--- src/rtl/opsh_pkg.sv ---
package opsh_pkg;

   typedef enum logic [1:0] {
      SK_LSL = 2'd0,
      SK_LSR = 2'd1,
      SK_ASR = 2'd2,
      SK_ROR = 2'd3
   } shift_kind_e;

   typedef enum logic [2:0] {
      AC_PASS = 3'd0,
      AC_RRX  = 3'd1,
      AC_PART = 3'd2,
      AC_FULL = 3'd3,
      AC_OVER = 3'd4
   } amt_class_e;

endpackage

--- src/rtl/opsh_amt_decode.sv ---
module opsh_amt_decode
   import opsh_pkg::*;
#(
   parameter int W     = 32,
   parameter int AMT_W = 8,
   localparam int LOG_W = $clog2(W)
) (
   input  shift_kind_e            kind_i,
   input  logic [AMT_W-1:0]       amt_i,
   input  logic                   from_reg_i,
   output amt_class_e             cls_o,
   output logic [LOG_W-1:0]       sub_o
);

   localparam logic [AMT_W-1:0] W_AMT = AMT_W'(W);

   logic [LOG_W-1:0] low_bits;
   logic             reg_zero;
   logic             reg_below;
   logic             reg_equal;

   assign low_bits  = amt_i[LOG_W-1:0];
   assign reg_zero  = (amt_i == '0);
   assign reg_below = (amt_i < W_AMT);
   assign reg_equal = (amt_i == W_AMT);

   always_comb begin
      cls_o = AC_PART;
      sub_o = low_bits;
      if (!from_reg_i) begin
         if (low_bits == '0) begin
            sub_o = '0;
            unique case (kind_i)
               SK_LSL:  cls_o = AC_PASS;
               SK_ROR:  cls_o = AC_RRX;
               default: cls_o = AC_FULL;
            endcase
         end
      end else if (reg_zero) begin
         cls_o = AC_PASS;
         sub_o = '0;
      end else if (reg_below) begin
         cls_o = AC_PART;
      end else if (reg_equal) begin
         cls_o = AC_FULL;
         sub_o = '0;
      end else begin
         sub_o = '0;
         unique case (kind_i)
            SK_ASR:  cls_o = AC_FULL;
            SK_ROR: begin
               if (low_bits == '0) begin
                  cls_o = AC_FULL;
               end else begin
                  cls_o = AC_PART;
                  sub_o = low_bits;
               end
            end
            default: cls_o = AC_OVER;
         endcase
      end
   end

endmodule

--- src/rtl/opsh_rotator.sv ---
module opsh_rotator #(
   parameter int W       = 32,
   parameter bit LOG_NET = 1'b1,
   localparam int LOG_W  = $clog2(W)
) (
   input  logic [W-1:0]     din_i,
   input  logic [LOG_W-1:0] rot_i,
   output logic [W-1:0]     dout_o
);

   generate
      if (LOG_NET) begin : g_log
         logic [W-1:0] stage [LOG_W+1];
         assign stage[0] = din_i;
         for (genvar s = 0; s < LOG_W; s++) begin : g_stage
            localparam int STEP = 1 << s;
            assign stage[s+1] = rot_i[s]
               ? {stage[s][STEP-1:0], stage[s][W-1:STEP]}
               : stage[s];
         end
         assign dout_o = stage[LOG_W];
      end else begin : g_flat
         logic [2*W-1:0] dbl;
         assign dbl    = {din_i, din_i} >> rot_i;
         assign dout_o = dbl[W-1:0];
      end
   endgenerate

endmodule

--- src/rtl/opsh_mask_gen.sv ---
module opsh_mask_gen #(
   parameter int W      = 32,
   localparam int LOG_W = $clog2(W)
) (
   input  logic [LOG_W-1:0] cnt_i,
   input  logic             left_i,
   output logic [W-1:0]     keep_o
);

   logic [W-1:0] up_keep;
   logic [W-1:0] dn_keep;

   generate
      for (genvar i = 0; i < W; i++) begin : g_bit
         localparam logic [LOG_W:0] IDX = (LOG_W+1)'(i);
         assign up_keep[i]     = (IDX >= {1'b0, cnt_i});
         assign dn_keep[W-1-i] = up_keep[i];
      end
   endgenerate

   assign keep_o = left_i ? up_keep : dn_keep;

endmodule

--- src/rtl/opnd_shifter.sv ---
module opnd_shifter
   import opsh_pkg::*;
#(
   parameter int W       = 32,
   parameter int AMT_W   = 8,
   parameter bit LOG_NET = 1'b1
) (
   input  logic [W-1:0]     opnd_i,
   input  logic [1:0]       shk_i,
   input  logic [AMT_W-1:0] amt_i,
   input  logic             amt_reg_i,
   input  logic             cy_i,
   output logic [W-1:0]     res_o,
   output logic             cy_o
);

   localparam int LOG_W = $clog2(W);

   generate
      if ((1 << LOG_W) != W || W < 4) begin : g_bad_w
         $error("opnd_shifter: W must be a power of two of at least 4");
      end
      if (AMT_W <= LOG_W) begin : g_bad_amt
         $error("opnd_shifter: AMT_W must exceed log2(W)");
      end
   endgenerate

   shift_kind_e      kind;
   amt_class_e       cls;
   logic [LOG_W-1:0] sub;
   logic [LOG_W-1:0] rot_amt;
   logic [W-1:0]     rot;
   logic [W-1:0]     keep;
   logic [W-1:0]     fill;
   logic             is_left;
   logic             sgn;

   assign kind    = shift_kind_e'(shk_i);
   assign is_left = (kind == SK_LSL);
   assign sgn     = opnd_i[W-1];
   assign fill    = {W{sgn}};
   assign rot_amt = is_left ? (LOG_W'(0) - sub) : sub;

   opsh_amt_decode #(.W(W), .AMT_W(AMT_W)) u_dec (
      .kind_i     (kind),
      .amt_i      (amt_i),
      .from_reg_i (amt_reg_i),
      .cls_o      (cls),
      .sub_o      (sub)
   );

   opsh_rotator #(.W(W), .LOG_NET(LOG_NET)) u_rot (
      .din_i  (opnd_i),
      .rot_i  (rot_amt),
      .dout_o (rot)
   );

   opsh_mask_gen #(.W(W)) u_mask (
      .cnt_i  (sub),
      .left_i (is_left),
      .keep_o (keep)
   );

   always_comb begin
      res_o = opnd_i;
      cy_o  = cy_i;
      unique case (cls)
         AC_PASS: begin
            res_o = opnd_i;
            cy_o  = cy_i;
         end
         AC_RRX: begin
            res_o = {cy_i, opnd_i[W-1:1]};
            cy_o  = opnd_i[0];
         end
         AC_PART: begin
            unique case (kind)
               SK_LSL: begin
                  res_o = rot & keep;
                  cy_o  = rot[0];
               end
               SK_LSR: begin
                  res_o = rot & keep;
                  cy_o  = rot[W-1];
               end
               SK_ASR: begin
                  res_o = (rot & keep) | (fill & ~keep);
                  cy_o  = rot[W-1];
               end
               default: begin
                  res_o = rot;
                  cy_o  = rot[W-1];
               end
            endcase
         end
         AC_FULL: begin
            unique case (kind)
               SK_LSL: begin
                  res_o = '0;
                  cy_o  = rot[0];
               end
               SK_LSR: begin
                  res_o = '0;
                  cy_o  = rot[W-1];
               end
               SK_ASR: begin
                  res_o = fill;
                  cy_o  = sgn;
               end
               default: begin
                  res_o = rot;
                  cy_o  = rot[W-1];
               end
            endcase
         end
         AC_OVER: begin
            res_o = (kind == SK_ASR) ? fill : '0;
            cy_o  = (kind == SK_ASR) ? sgn : 1'b0;
         end
         default: begin
            res_o = opnd_i;
            cy_o  = cy_i;
         end
      endcase
   end

endmodule

--- config.mk ---
export PLATFORM = sky130hd
export DESIGN_NAME = opnd_shifter
export DESIGN_NICKNAME = d
export VERILOG_FILES = /design/src/rtl/opsh_pkg.sv /design/src/rtl/opsh_amt_decode.sv /design/src/rtl/opsh_rotator.sv /design/src/rtl/opsh_mask_gen.sv /design/src/rtl/opnd_shifter.sv
export SDC_FILE = /design/constraint.sdc
export NUM_CORES = 1
export LEC_CHECK = 0
export BUFFER_PORTS_ARGS = -buffer_cell sky130_fd_sc_hd__buf_2
export CAP_MARGIN = 20
export CORE_ASPECT_RATIO = 0.8
export CORE_MARGIN = 1
export CORE_UTILIZATION = 40
export DETAILED_ROUTE_END_ITERATION = 10
export PLACE_DENSITY_LB_ADDON = 0.25
export SKIP_LAST_GASP = 1
export SLEW_MARGIN = 10
export SYNTH_ARGS = -nofsm -noshare
export SYNTH_HDL_FRONTEND = slang
export SYNTH_SLANG_ARGS = --single-unit
--- constraint.sdc ---
create_clock -name vclk -period 6.9
set_clock_uncertainty 0.05 [all_clocks]
set_input_delay 1.38 -clock vclk [all_inputs]
set_output_delay 1.38 -clock vclk [all_outputs]
set_load 0.02 [all_outputs]
Word-level counts from Yosys, hierarchy flattened
Index checks and enable logic that the tools add are counted.
- flip-flop bits (word level): 0
- input port bits: 44
- output and inout bits: 33
- word-level logic and storage cells: 78
- $add $sub $neg: 1
- magnitude comparators: 32
- equal/unequal tests: 8
- multiplexer cells: 29
- bitwise gates (word level): 4
- reduce and logical (&&, ||, !) cells: 4
- operator list (kind ; count):
    $mux W32 ; 7
    $pmux W32 S2 ; 2
    $pmux W32 S4 ; 1
    $ge A5 B5 Y1 const A ; 15
    $and A32 B32 Y32 ; 2
    $ge A4 B5 Y1 const A ; 8
    $mux W5 ; 7
    $not A32 Y32 ; 1
    $or A32 B32 Y32 ; 1
    $ge A3 B5 Y1 const A ; 4
    $mux W3 ; 5
    $ge A1 B5 Y1 const A ; 2
    $ge A2 B5 Y1 const A ; 2
    $eq A8 B6 Y1 const B ; 1
    $logic_not A8 Y1 ; 1
    $lt A8 B6 Y1 const B ; 1
    $eq A3 B2 Y1 const B ; 2
    $pmux W3 S2 ; 1
    $logic_not A5 Y1 ; 1
    $sub A1 B5 Y5 const A ; 1
    $eq A2 B2 Y1 const B ; 2
    $pmux W1 S4 ; 1
    $pmux W2 S2 ; 1
    $eq A3 B1 Y1 const B ; 1
    other kinds (6) ; 8

Logic depth before layout (Yosys ltp)
Gate-level depths: netlist (run 1).
- depth in word-level cells: 18
- depth in mapped cells: 21
- gate-level depth less buffers: 15

Cells and area by module
From an unflattened synthesis (run 1), not the netlist that was laid out.
- cells, all modules: 514
- area, all modules: 4558.1 um^2
- by module, submodules not included (module ; instances ; cells an instance ; area each (um^2) ; sequential area each (um^2)):
    opsh_rotator ; 1 ; 116 ; 1949.4 ; 0.0
    opnd_shifter ; 1 ; 276 ; 1798.0 ; 0.0
    opsh_mask_gen ; 1 ; 95 ; 601.8 ; 0.0
    opsh_amt_decode ; 1 ; 27 ; 209.0 ; 0.0

Worst setup path before layout (run 1)
Ideal clock, no wire load.
- kind: input to output
- start: input port amt_i[5]
- end: output port cy_o
- arrival: 5392 ps
- required time: 5470 ps
- path slack: 78 ps
- stages: 19
- path buffers: 7
- cell sequence: or3_1 -> buf_6 -> a21boi_4 -> inv_2 -> buf_6 -> clkbuf_1 -> ha_1 -> nand2b_1 -> buf_2 -> a221oi_1 -> or2_2 -> clkbuf_1 -> buf_2 -> buf_4 -> mux4_2 -> mux2i_1 -> o22a_1 -> o41ai_1 -> a211o_1
- word-level cells in the longest chain between the ends: 14
- elaborated cells between the ends (all ways): 25
- classes of those cells: add/sub: 1; order compare: 1; eq/ne: 5; mux: 17; reduce/logical: 1
- ends and longest elaborated chain (element ; line ; source):
    start, declared ; opnd_shifter.sv:10 ; input logic [AMT_W-1:0] amt_i,
    parallel branches: the longest is 13 deep, another holds $lt A8 B6 Y1 ; -- ;
    $pmux W1 S4 (*) ; opnd_shifter.sv:67 ; unique case (cls)
    end, declared ; opnd_shifter.sv:14 ; output logic cy_o
Mark *: on every way between the ends.

Worst setup path after layout (run 1)
Ends and elaborated chain as after synthesis.

==> impl_metrics.env, run 1 <==
export IMPL_yosys_cell_count_top_type="mux2i_1"
export IMPL_irDropWorstVdd_mv=0.0675
export IMPL_syn_instance_count=733
export IMPL_worstMarginPinSlew_ns=0.912
export IMPL_placement_rows=35
export IMPL_design_die_area_sq_mm=0.0127
export IMPL_drive_gt1_share_pct=20.4
export IMPL_library_cell_with_the_largest_summed_area_after_synthesis="mux2i_1"
export IMPL_power_switching_fraction_pct=62.9
export IMPL_syn_cell_area_sq_mm=0.00490
export IMPL_syn_num_nets=786
export IMPL_antenna_diode_count=0
export IMPL_synth_top_cells_by_area="mux2i_1, mux4_2, o21ai_0"
export IMPL_synthDistinctLibCells=61
export IMPL_power_density_mw_per_mm2=131
export IMPL_synth_seq_area_share_pct=0
export IMPL_setup_repair_after_global_routing_missed_its_margin="no"
export IMPL_clock_buffers=0
export IMPL_track_usage_pct=36.7
export IMPL_vias_per_cell=7.23
export IMPL_final_hold_viol_count=0
export IMPL_synth_warning_count=0
export IMPL_critical_path_class="input port to output pin"
export IMPL_vias=6627
export IMPL_slew_limit_headroom_pct=38.8
export IMPL_number_of_global_route_vias_before_repair=6034
export IMPL_timing_critical_path_slowest_cell_delay_ns=0.49
export IMPL_fin_nets=824
export IMPL_worst_ep_arrival_time_ns=5.31
export IMPL_cell_by_cell_trace_of_the_critical_path="buf_2 -> or3_1 -> nand2_1 -> and2_1 -> ha_1 -> mux2_1 -> o31a_2 -> buf_12 -> mux2i_1 -> mux2i_1 -> mux4_2 -> mux2i_1 -> o22a_1 -> o41ai_1 -> a211o_1 -> buf_2"
export IMPL_critPathCaptureType="output pin"
export IMPL_outcome="complete, no violations"
export IMPL_floorplan_die_height_um=101
export IMPL_mean_area_per_synthesized_cell_sq_um=6.68
export IMPL_yosys_area_top_type_share_pct=21.0
export IMPL_total_switching_power_uw=452
export IMPL_crit_slowest_cell="mux4_2"
export IMPL_final_max_slew_viol_count=0
export IMPL_totalNegativeSetupSlack_ns=0
export IMPL_global_route_total_overflow=0
export IMPL_dp_hpwl_um=17700
export IMPL_class_of_the_tightest_hold_or_removal_check="input port to output pin"
export IMPL_ios=77
export IMPL_max_cap_violations=0
export IMPL_grt_max_degree=52
export IMPL_detail_route_wl_per_cell_um=26.0
export IMPL_seqPwrFrac_pct=0
export IMPL_clock_network_fraction_of_design_power_pct=0
export IMPL_cell_internal_pwr_uw=266
export IMPL_floorplan_initialDensity_pct=41.7
export IMPL_detail_route_wirelength_um=23900
export IMPL_die_x_um=126
export IMPL_globalplace_congestion=0.992
export IMPL_final_min_period_over_clock_period_pct=97.6
export IMPL_grt_antenna_before_repair=0
export IMPL_power_uw=718
export IMPL_detail_route_antenna_nets=0
export IMPL_achievable_frequency_mhz=148
export IMPL_port_buffers=77
export IMPL_synth_common_cells="mux2i_1, nand2_1, o21ai_0"
export IMPL_final_hold_worst_slack_ns=3.18
export IMPL_detailedRoute_firstPassIterationCount=6
export IMPL_cp_required_ns=5.47
export IMPL_pwr_share_comb_pct=100.0
export IMPL_worstSetupStartpointType="input port"
export IMPL_finalCriticalPeriod_ns=6.74
export IMPL_sequential_cell_total=0
export IMPL_drt_initial_drc_count=1244
export IMPL_crit_path_max_fanout=33
export IMPL_cell_type_with_the_highest_occurrence_count_on_the_critical_path="mux2i_1"
export IMPL_regArea_sq_um=0
export IMPL_drcViolationCount=0
export IMPL_finalSetupViolCount=0
export IMPL_first_pass_grt_wire_length_um=36200
export IMPL_static_leakage_power_nw=2.30
export IMPL_core_area_sq_mm=0.0117
export IMPL_final_fill_count=1231
export IMPL_area_growth_syn_to_layout_pct=11.6
[routing by layer]
| layer | track usage (%) | routed length [um] |
|---|---|---|
| met3 | 5.89 | 3130 |
| met2 | 56.2 | 9910 |
| met4 | 12.6 | 1150 |
| met1 | 52.1 | 9690 |
| met5 | 0 | 0 |
[stage by stage]
step                      cells  worst slack [ns]  utilization (%)  instance area [sq um]
after floorplan             733            0.0780                -                   4900
after global placement      917             0.337             46.5                   5460
after detailed placement    917             0.262             46.5                   5460
after CTS                   917             0.228             46.5                   5460
after global routing        917            0.0433             46.6                   5470
final                       917             0.165             46.6                   5470
[cells by family (layout without fill, tap and decap cells)]
| kind of cell | count (synthesis) | after routing | synth area share (%) |
|---|---|---|---|
| and+or+nand+nor | 234 | 234 | 20.8 |
| AOI/OAI and AO/OA | 266 | 266 | 35.5 |
| buffers and inverters | 88 | 124 | 7.66 |
| muxes | 134 | 134 | 33.4 |
| adders and majority gates | 9 | 9 | 2.30 |
| xor gates and xnor gates | 2 | 2 | 0.358 |
[critical path, delay by kind of cell]
family / cells / cell delay, ns
muxes: 5 / 1.69
AOI/OAI and AO/OA: 4 / 0.75
and+or+nand+nor: 3 / 0.73
buffers and inverters: 3 / 0.47
adders and majority gates: 1 / 0.25
[final timing paths]
path | depth (start not counted) | startpoint | endpoint | slack [ns]
max | 16 | amt_i[5] | cy_o | 0.16
min | 5 | cy_i | res_o[31] | 3.18
[power groups by stage]
stage,Clock [mW],Sequential (mW),Combinational (mW)
2_1_floorplan,0,0,0.474
3_3_place_gp,0,0,0.686
3_5_place_dp,0,0,0.692
4_1_cts,0,0,0.695
5_1_grt,0,0,0.758
6_report,0,0,0.718
[repair_timing]
item,in CTS,in global routing
hold buffers,0,0
endpoints found under the setup margin,0,3
setup buffers,0,0
gates resized for setup,0,3
[area by class of cell]
class | count | area (sq um) | area share (%)
multi-input cells | 645 | 4550 | 83.3
repair buffers | 114 | 688 | 12.6
well taps | 148 | 185 | 3.39
inverters | 10 | 37.5 | 0.687
[placed cells by master (no fill, tap or decap), types with 5 or more instances in the layout]
cell / n
a221oi_1: 5
a211o_1: 5
mux4_2: 20
nor2_1: 70
nand2_1: 90
and2_1: 7
inv_1: 9
nand3_1: 26
o211ai_1: 10
mux2_2: 8
buf_2: 77
a21oi_1: 63
o21ai_0: 71
nand2b_1: 6
o31ai_1: 8
buf_4: 35
a21o_1: 5
a22oi_1: 22
and3_1: 6
mux2i_1: 102
ha_1: 9
or2_2: 5
nor3_1: 10
a31oi_1: 20
No activity file was read; power rests on OpenSTA's default activity.
==> run 2: changes to the inputs <==
--- a/config.mk
+++ b/config.mk
@@ -12,6 +12,7 @@
 export CORE_UTILIZATION = 40
 export DETAILED_ROUTE_END_ITERATION = 10
 export PLACE_DENSITY_LB_ADDON = 0.25
+export RECOVER_POWER = 25
 export SKIP_LAST_GASP = 1
 export SLEW_MARGIN = 10
 export SYNTH_ARGS = -nofsm -noshare
==> impl_metrics.env, run 2 (synthesis gave the netlist of run 1 again) <==
export IMPL_outcome="complete, no violations"
export IMPL_timing_hold_worst_path_depth=4
export IMPL_drt_initial_drc_count=1204
export IMPL_timing_critical_path_slowest_cell_delay_ns=0.50
export IMPL_fin_nets=824
export IMPL_antenna_diode_count=0
export IMPL_design_die_area_sq_mm=0.0127
export IMPL_detail_route_wl_per_cell_um=26.0
export IMPL_placement_rows=35
export IMPL_vias=6591
export IMPL_static_leakage_power_nw=2.28
export IMPL_cell_by_cell_trace_of_the_critical_path="buf_2 -> or3_1 -> nand2_1 -> and2_1 -> inv_1 -> ha_1 -> nor2b_1 -> buf_4 -> xnor2_1 -> clkbuf_1 -> and2_1 -> a22oi_1 -> o21ai_1 -> mux2i_1 -> mux2i_2 -> o21ai_0 -> or2_2 -> buf_2"
export IMPL_critPathCaptureType="output pin"
export IMPL_track_usage_pct=36.7
export IMPL_worstMarginPinSlew_ns=0.912
export IMPL_place_ws_ns=0.262
export IMPL_power_density_mw_per_mm2=131
export IMPL_critical_path_class="input port to output pin"
export IMPL_globalplace_congestion=0.992
export IMPL_floorplan_die_height_um=101
export IMPL_final_min_period_over_clock_period_pct=97.3
export IMPL_layout_common_cells="mux2i_1, nand2_1, buf_2"
export IMPL_floorplan_initialDensity_pct=41.7
export IMPL_final_hold_worst_slack_ns=3.19
export IMPL_final_common_cell="mux2i_1"
export IMPL_final_hold_viol_count=0
export IMPL_crit_slowest_cell="clkbuf_1"
export IMPL_grt_busiest_layer="met2"
export IMPL_stdcell_count=917
export IMPL_gr_usage_met3_pct=5.89
export IMPL_detailedRoute_firstPassIterationCount=6
export IMPL_finalSetupViolCount=0
export IMPL_cp_required_ns=5.47
export IMPL_finalCriticalPeriod_ns=6.71
export IMPL_multiInputGateArea_sq_mm=0.00455
export IMPL_achievable_frequency_mhz=149
export IMPL_area_growth_syn_to_layout_pct=11.4
export IMPL_vias_per_cell=7.19
export IMPL_final_fill_count=1237
export IMPL_worstSetupStartpoint="amt_i[5]"
export IMPL_slew_limit_headroom_pct=38.8
export IMPL_worst_ep_arrival_time_ns=5.28
export IMPL_power_uw=717
export IMPL_totalNegativeSetupSlack_ns=0
export IMPL_grt_antenna_before_repair=0
export IMPL_setup_repair_after_global_routing_missed_its_margin="no"
export IMPL_core_area_sq_mm=0.0117
export IMPL_placed_cells=917
export IMPL_class_of_the_tightest_hold_or_removal_check="input port to output pin"
export IMPL_global_route_total_overflow=0
export IMPL_drcViolationCount=0
export IMPL_sequential_cell_total=0
export IMPL_number_of_global_route_vias_before_repair=6034
export IMPL_regArea_sq_um=0
export IMPL_first_pass_grt_wire_length_um=36200
export IMPL_drive_gt1_share_pct=19.8
export IMPL_clock_buffers=0
export IMPL_groute_layer_met1_usage_pct=52.1
export IMPL_detail_route_wirelength_um=23900
export IMPL_ios=77
export IMPL_hold_start="opnd_i[18]"
export IMPL_max_cap_violations=0
export IMPL_die_x_um=126
export IMPL_post_route_worst_setup_slack_ns=0.186
export IMPL_grt_max_degree=52
export IMPL_irDropWorstVdd_mv=0.0677
export IMPL_worstSetupStartpointType="input port"
export IMPL_dp_hpwl_um=17700
export IMPL_detail_route_antenna_nets=0
export IMPL_crit_path_max_fanout=7
export IMPL_port_buffers=77
export IMPL_global_route_usage_met2_pct=56.2
export IMPL_final_max_slew_viol_count=0
run 2: cell count changes in the layout (fill, tap and decap cells not counted):
| cell | before | now |
|---|---|---|
| buf_2 | 77 | 73 |
| buf_4 | 35 | 34 |
| clkbuf_1 | 0 | 5 |
run 2: where the power goes:
part	internal (mW)	total, mW	switching, mW	leakage [nW]
Clock	0	0	0	0
Combinational	0.264	0.717	0.452	2.28
Sequential	0	0	0	0
run 2: repair_timing:
action | in CTS | in global routing
hold endpoints to repair | 0 | 0
resized for setup | 0 | 3
hold buffers | 0 | 0
setup buffers | 0 | 0
endpoints found under the setup margin | 0 | 3
run 2: worst paths after layout:
| check | to |
|---|---|
| worst max-delay path | res_o[31] |
| worst min-delay path | res_o[18] |
run 2: area by class of cell:
type                            count  area share (%)
Multi-Input combinational cell    645            83.5
Timing Repair Buffer              114            12.5
Tap cell                          148            3.39
Inverter                           10           0.688
run 2: routing by layer:
metal | vias to the layer above | wire length [um] | part of all wire [%]
li1 | 2870 | - | -
met1 | 3061 | 9770 | 41
met2 | 567 | 9940 | 42
met3 | 93 | 3090 | 13
met4 | 0 | 1080 | 4.5
met5 | - | 0 | 0
run 2: worst max-delay path: cells and delay by family:
kind                     cells  cell delay, ns
AO/OA/AOI/OAI                3            0.45
adder cells (fa/ha/maj)      1            0.26
multiplexers                 2            0.54
buffers and inverters        5            1.05
XOR/XNOR                     1            0.12
AND/OR/NAND/NOR              6            1.49
run 2: metrics by stage:
stage                     utilization [%]  instance area, sq um
final                                46.5                  5460
after global routing                 46.5                  5460
after floorplan                         -                  4900
after CTS                            46.5                  5460
after global placement               46.5                  5460
after detailed placement             46.5                  5460
